$ cat src/rtl/fbs_pkg.sv
package fbs_pkg;

    localparam int          BUS_AW     = 24;        // byte address width
    localparam int          VRAM_AW    = 15;
    localparam int          FB_BYTES   = 21888;     // 512 x 342 / 8
    localparam logic [23:0] FB_GAP     = 24'h5900;
    localparam int          BANK_SHIFT = 19;        // 512 KiB per selector step

    typedef struct packed {
        logic [VRAM_AW-1:0] offs;
        logic [15:0]        data;
        logic               hi;    // even byte present
        logic               lo;    // odd byte present
    } wr_entry_t;

    localparam int ENTRY_W = $bits(wr_entry_t);

    function automatic logic [BUS_AW-1:0] fb_base(input logic [2:0] sz);
        logic [BUS_AW-1:0] top;
        top = ({21'd0, sz} + 24'd1) << BANK_SHIFT;
        return top - FB_GAP;
    endfunction

endpackage

$ cat src/rtl/fbs_bus_capture.sv
module fbs_bus_capture
    import fbs_pkg::*;
#(
    parameter int SYNC_STAGES = 2
) (
    input  logic        clk,
    input  logic        rst,
    input  logic [23:1] bus_addr,
    input  logic [15:0] bus_data,
    input  logic        bus_as_n,
    input  logic        bus_uds_n,
    input  logic        bus_lds_n,
    input  logic        bus_rw,
    input  logic [2:0]  mem_size,
    output logic        push,
    output wr_entry_t   push_entry
);
    localparam int NS = SYNC_STAGES;

    logic [3:0] sync_q [NS];

    always_ff @(posedge clk) begin
        if (rst) sync_q[0] <= 4'hF;
        else     sync_q[0] <= {bus_as_n, bus_uds_n, bus_lds_n, bus_rw};
    end

    for (genvar g = 1; g < NS; g++) begin : g_sync
        always_ff @(posedge clk) begin
            if (rst) sync_q[g] <= 4'hF;
            else     sync_q[g] <= sync_q[g-1];
        end
    end

    logic as_s, uds_s, lds_s, rw_s;
    assign {as_s, uds_s, lds_s, rw_s} = sync_q[NS-1];

    logic seen;
    logic trigger;
    assign trigger = !as_s && (!uds_s || !lds_s) && !seen;

    always_ff @(posedge clk) begin
        if (rst || as_s) seen <= 1'b0;
        else if (trigger) seen <= 1'b1;
    end

    logic [BUS_AW-1:0] byte_addr, base, diff;
    logic              hit;
    assign byte_addr = {bus_addr, 1'b0};
    assign base      = fb_base(mem_size);
    assign diff      = byte_addr - base;
    assign hit       = (byte_addr >= base) && (diff < 24'(FB_BYTES));

    always_ff @(posedge clk) begin
        if (rst) begin
            push       <= 1'b0;
            push_entry <= '0;
        end else begin
            push            <= trigger && !rw_s && hit;
            push_entry.offs <= diff[VRAM_AW-1:0];
            push_entry.data <= bus_data;
            push_entry.hi   <= !uds_s;
            push_entry.lo   <= !lds_s;
        end
    end

    // one strobe assertion never produces back-to-back captures
    a_r5_single_capture: assert property (@(posedge clk) disable iff (rst)
        push |=> !push);
    // a capture always carries at least one byte
    a_r5_has_byte: assert property (@(posedge clk) disable iff (rst)
        push |-> (push_entry.hi || push_entry.lo));

endmodule

$ cat src/rtl/fbs_queue.sv
module fbs_queue #(
    parameter int W     = 33,
    parameter int DEPTH = 4
) (
    input  logic         clk,
    input  logic         rst,
    input  logic         push,
    input  logic [W-1:0] din,
    input  logic         pop,
    output logic [W-1:0] head,
    output logic         empty
);
    localparam int IW = (DEPTH > 1) ? $clog2(DEPTH) : 1;
    localparam int CW = $clog2(DEPTH + 1);

    logic [W-1:0]  mem [DEPTH];
    logic [IW-1:0] wr_idx, rd_idx;
    logic [CW-1:0] count;
    logic          full, do_push, do_pop;

    assign full    = (count == CW'(DEPTH));
    assign empty   = (count == '0);
    assign do_push = push && !full;
    assign do_pop  = pop && !empty;
    assign head    = mem[rd_idx];

    function automatic logic [IW-1:0] nxt(input logic [IW-1:0] i);
        return (i == IW'(DEPTH - 1)) ? '0 : i + 1'b1;
    endfunction

    always_ff @(posedge clk) begin
        if (rst) begin
            wr_idx <= '0;
            rd_idx <= '0;
            count  <= '0;
        end else begin
            if (do_push) begin
                mem[wr_idx] <= din;
                wr_idx      <= nxt(wr_idx);
            end
            if (do_pop) rd_idx <= nxt(rd_idx);
            count <= count + CW'(do_push) - CW'(do_pop);
        end
    end

    a_r9_count_bound: assert property (@(posedge clk) disable iff (rst)
        count <= CW'(DEPTH));
    a_r9_no_pop_empty: assert property (@(posedge clk) disable iff (rst)
        pop |-> !empty);
    a_r9_full_drop: assert property (@(posedge clk) disable iff (rst)
        (full && push && !pop) |=> full);

endmodule

$ cat src/rtl/fbs_byte_writer.sv
module fbs_byte_writer
    import fbs_pkg::*;
(
    input  logic               clk,
    input  logic               rst,
    input  wr_entry_t          head,
    input  logic               empty,
    input  logic               arb_gnt,
    output logic               pop,
    output logic               arb_req,
    output logic [VRAM_AW-1:0] vram_addr,
    output logic [7:0]         vram_wdata,
    output logic               vram_ce_n,
    output logic               vram_we_n
);
    logic hi_done, sel_lo, wr;

    assign sel_lo = !head.hi || hi_done;
    assign wr     = arb_gnt && !empty;
    assign pop    = wr && (sel_lo || !head.lo);

    always_ff @(posedge clk) begin
        if (rst || pop) hi_done <= 1'b0;
        else if (wr)    hi_done <= 1'b1;
    end

    assign arb_req    = !empty;
    assign vram_addr  = {head.offs[VRAM_AW-1:1], sel_lo};
    assign vram_wdata = sel_lo ? head.data[7:0] : head.data[15:8];
    assign vram_ce_n  = !wr;
    assign vram_we_n  = !wr;

    a_r8_write_needs_grant: assert property (@(posedge clk) disable iff (rst)
        !vram_we_n |-> (arb_gnt && arb_req));
    a_r8_strobes_paired: assert property (@(posedge clk) disable iff (rst)
        vram_ce_n == vram_we_n);
    a_r2_addr_in_window: assert property (@(posedge clk) disable iff (rst)
        !vram_we_n |-> (vram_addr < VRAM_AW'(FB_BYTES)));
    a_r6_odd_after_even: assert property (@(posedge clk) disable iff (rst)
        (!vram_we_n && !vram_addr[0] && head.lo) |=> (vram_we_n || vram_addr[0]));

endmodule

$ cat src/rtl/fbwr_snoop.sv
module fbwr_snoop
    import fbs_pkg::*;
#(
    parameter int QDEPTH      = 4,
    parameter int SYNC_STAGES = 2
) (
    input  logic        clk,
    input  logic        rst,
    input  logic [23:1] bus_addr,
    input  logic [15:0] bus_data,
    input  logic        bus_as_n,
    input  logic        bus_uds_n,
    input  logic        bus_lds_n,
    input  logic        bus_rw,
    input  logic [2:0]  mem_size,
    input  logic        arb_gnt,
    output logic        arb_req,
    output logic [14:0] vram_addr,
    output logic [7:0]  vram_wdata,
    output logic        vram_ce_n,
    output logic        vram_we_n
);
    logic               cap_push, q_empty, q_pop;
    wr_entry_t          cap_entry, q_head;
    logic [ENTRY_W-1:0] q_head_bits;

    fbs_bus_capture #(.SYNC_STAGES(SYNC_STAGES)) u_cap (
        .clk(clk), .rst(rst),
        .bus_addr(bus_addr), .bus_data(bus_data),
        .bus_as_n(bus_as_n), .bus_uds_n(bus_uds_n), .bus_lds_n(bus_lds_n),
        .bus_rw(bus_rw), .mem_size(mem_size),
        .push(cap_push), .push_entry(cap_entry)
    );

    fbs_queue #(.W(ENTRY_W), .DEPTH(QDEPTH)) u_q (
        .clk(clk), .rst(rst),
        .push(cap_push), .din(cap_entry),
        .pop(q_pop), .head(q_head_bits), .empty(q_empty)
    );

    assign q_head = wr_entry_t'(q_head_bits);

    fbs_byte_writer u_wr (
        .clk(clk), .rst(rst),
        .head(q_head), .empty(q_empty), .arb_gnt(arb_gnt),
        .pop(q_pop), .arb_req(arb_req),
        .vram_addr(vram_addr), .vram_wdata(vram_wdata),
        .vram_ce_n(vram_ce_n), .vram_we_n(vram_we_n)
    );

endmodule

$ cat config.mk
export PLATFORM = sky130hd
export DESIGN_NAME = fbwr_snoop
export DESIGN_NICKNAME = d
export VERILOG_FILES = /design/src/rtl/fbs_pkg.sv /design/src/rtl/fbs_bus_capture.sv /design/src/rtl/fbs_queue.sv /design/src/rtl/fbs_byte_writer.sv /design/src/rtl/fbwr_snoop.sv
export SDC_FILE = /design/constraint.sdc
export NUM_CORES = 1
export LEC_CHECK = 0
export CORE_ASPECT_RATIO = 1.1
export CORE_MARGIN = 10
export CORE_UTILIZATION = 60
export DETAILED_ROUTE_END_ITERATION = 10
export DONT_BUFFER_PORTS = 1
export PLACE_DENSITY = 0.76
export SETUP_SLACK_MARGIN = 0.2
export SLEW_MARGIN = 40
export SYNTH_ARGS = -nofsm -noshare
export SYNTH_HDL_FRONTEND = slang
export SYNTH_HIERARCHICAL = 1
export SYNTH_SLANG_ARGS = --single-unit
export TNS_END_PERCENT = 1
$ cat constraint.sdc
create_clock -name clk -period 7.3 [get_ports clk]
set_input_delay 1.46 -clock clk [delete_from_list [all_inputs] [get_ports clk]]
set_output_delay 1.46 -clock clk [all_outputs]
set_load 0.005 [all_outputs]
==> impl_metrics.yaml <==
sta:
  timing.hold.ws_ns: 0.4114
  fmax_mhz: 242.3
  drv_slew: 0
  finalSetupViolations: 0
  skew_ns: 0.007291
  worstMarginPinSlew_ns: 0.6919
  finalHoldViolCount: 0
  fin_crit_ns: 4.127
  slew_headroom_pct: 53.67
  rsz0062_at_grt: "false"
  layout_setup_ws_ns: 3.173
  fin_crit_sh_pct: 56.53
  fin_tns_setup_ns: 0
route:
  antenna_left: 0
  dr.pass1.iters: 4
  wl_per_cell_um: 20.93
  drcViolationCount: 0
  vias_per_cell: 5.831
  drt-total-wl_um: 12370
  initialDrtViolationCount: 288
  vias: 3446
cells_and_area:
  area_delta_synth_final_pct: 8.944
  final_cell_mix: "128 x edfxtp_1, 51 x dfxtp_1, 32 x mux4_2, 27 x nor2b_1, 18 x nor2_1"
  final_cells: 591
  mostFrequentLayoutCell: "edfxtp_1"
  final_area_sq_um: 7849
  nNetsFinal: 493
  drive_above_1_share_pct: 22.95
clock_network:
  htreeDepth: 4
  cts.sinks: 180
  cts_tree: "done"
  clk_pin_slew_worst_paths_ns: 0.06
  cts_buffers: 17
  clock_latency_ns: 0.42
  postCtsResizedCells: 0
  root_buffer: "clkbuf_16"
  cts_hold_buf: 0
  post-cts-setup-buffers: 0
  clk_path_buf_depth: 2
power:
  p_per_area_nw_per_um2: 265.4
  peakVddDrop_mv: 0.1758
  leakage_nw: 2.685
grt:
  first_global_vias: 3689
  grt_max_degree: 57
  globalRouteTotalUtil_pct: 15.25
  antenna_found_initial: 1
  grt_pass1_wl_um: 19800
  overflow: 0
critical_path:
  end_kind: "primary output"
  critPathTopFamily: "multiplexers"
  worstPathRequired_ns: 5.84
  critPathBufInv: 1
  worstSetupPathType: "reg -> out"
  cp-start-kind: "flop"
  path_cells: "buf_4 -> mux4_2 -> nand2b_4 -> mux2_4"
  crit_slowest_cell: "mux4_2"
  crit_fanout: 23
  arrival_ns: 2.67
  slowest_delay_ns: 0.63
floorplan:
  design.die.area_sq_um: 16800
  coreArea_sq_um: 11590
  ioPinCount: 75
  dieWidth_um: 124.5
  start_util_pct: 62.14
  die-height_um: 134.9
  rows: 41
synthesis:
  synth_area_per_cell_sq_um: 16.64
  syn_inst: 433
  ys_warn_count: 6
  syn_nets: 499
  synthesis.area_sq_um: 7204
placement:
  port_buffers: 0
  place_area_sq_um: 7233
  place_congestion: 0.7989
  hpwlAfterDp_um: 7782
  dp_slack_ns: 3.567
  place_inst: 558
run:
  maxCapViolCount: 0
run_status:
  status: "finished, final reports clean"
worst_hold_path:
  hp-class: "reg -> reg"
final timing paths:
kind,from,end,slack (ns),cells past startpoint
max,flop,vram_wdata[3],3.17,4
min,u_cap/sync_q[0][3]$_SDFF_PP1_,u_cap/sync_q[1][3]$_SDFF_PP1_,0.41,1
max reg2reg,flop,u_q/count[2]$_SDFF_PP0_,3.83,12
min reg2reg,u_cap/sync_q[0][3]$_SDFF_PP1_,u_cap/sync_q[1][3]$_SDFF_PP1_,0.41,1
cell type report:
class,count,area (sq um)
Sequential cell,180,4886
Fill cell,772,3745
Multi-Input combinational cell,205,2051
Clock buffer,17,425.4
Clock inverter,15,187.7
Tap cell,150,187.7
Inverter,17,63.81
Timing Repair Buffer,6,45.04
Antenna cell,1,2.502
sequential cells by signal, indices dropped and copies added (netlist names), named ones only:
name	cells
u_q/wr_idx	2
u_q/count	3
u_q/rd_idx	2
u_cap/seen	1
u_cap/sync_q	8
u_cap/push_entry	32
u_q/mem	128
u_wr/hi_done	1
u_cap/push	1
worst reg2reg max path: cells and delay by family, from the launching register on:
| family | cells | cell delay, ns |
|---|---|---|
| fa+ha+maj | 3 | 0.69 |
| mux | 1 | 0.64 |
| buf+inv | 3 | 0.62 |
| flops | 1 | 0.55 |
| compound gates | 2 | 0.51 |
| xor+xnor | 2 | 0.30 |
| simple gates | 1 | 0.05 |
stage by stage:
stage	util, %	power (mW)
after global routing	67.70	2.144
after floorplan	-	1.173
after CTS	67.68	2.104
after global placement	62.39	1.177
final	67.70	2.083
after detailed placement	62.39	1.180
power breakdown:
| part | internal [mW] | switching, mW | total (mW) |
|---|---|---|---|
| clock network | 0.569 | 0.356 | 0.925 |
| logic | 0.0217 | 0.0223 | 0.0440 |
| registers | 1.10 | 0.00964 | 1.11 |
layer usage:
metal	wire length (um)	part of all wire (%)	up-vias	global-route usage (%)
met5	0	0	-	0
met4	158	1.3	0	6.736
met3	791	6.4	11	5.482
met2	6577	53	101	26.17
met1	4840	39	1731	16.71
li1	-	-	1603	-
Power figures use the tool's default switching activity.
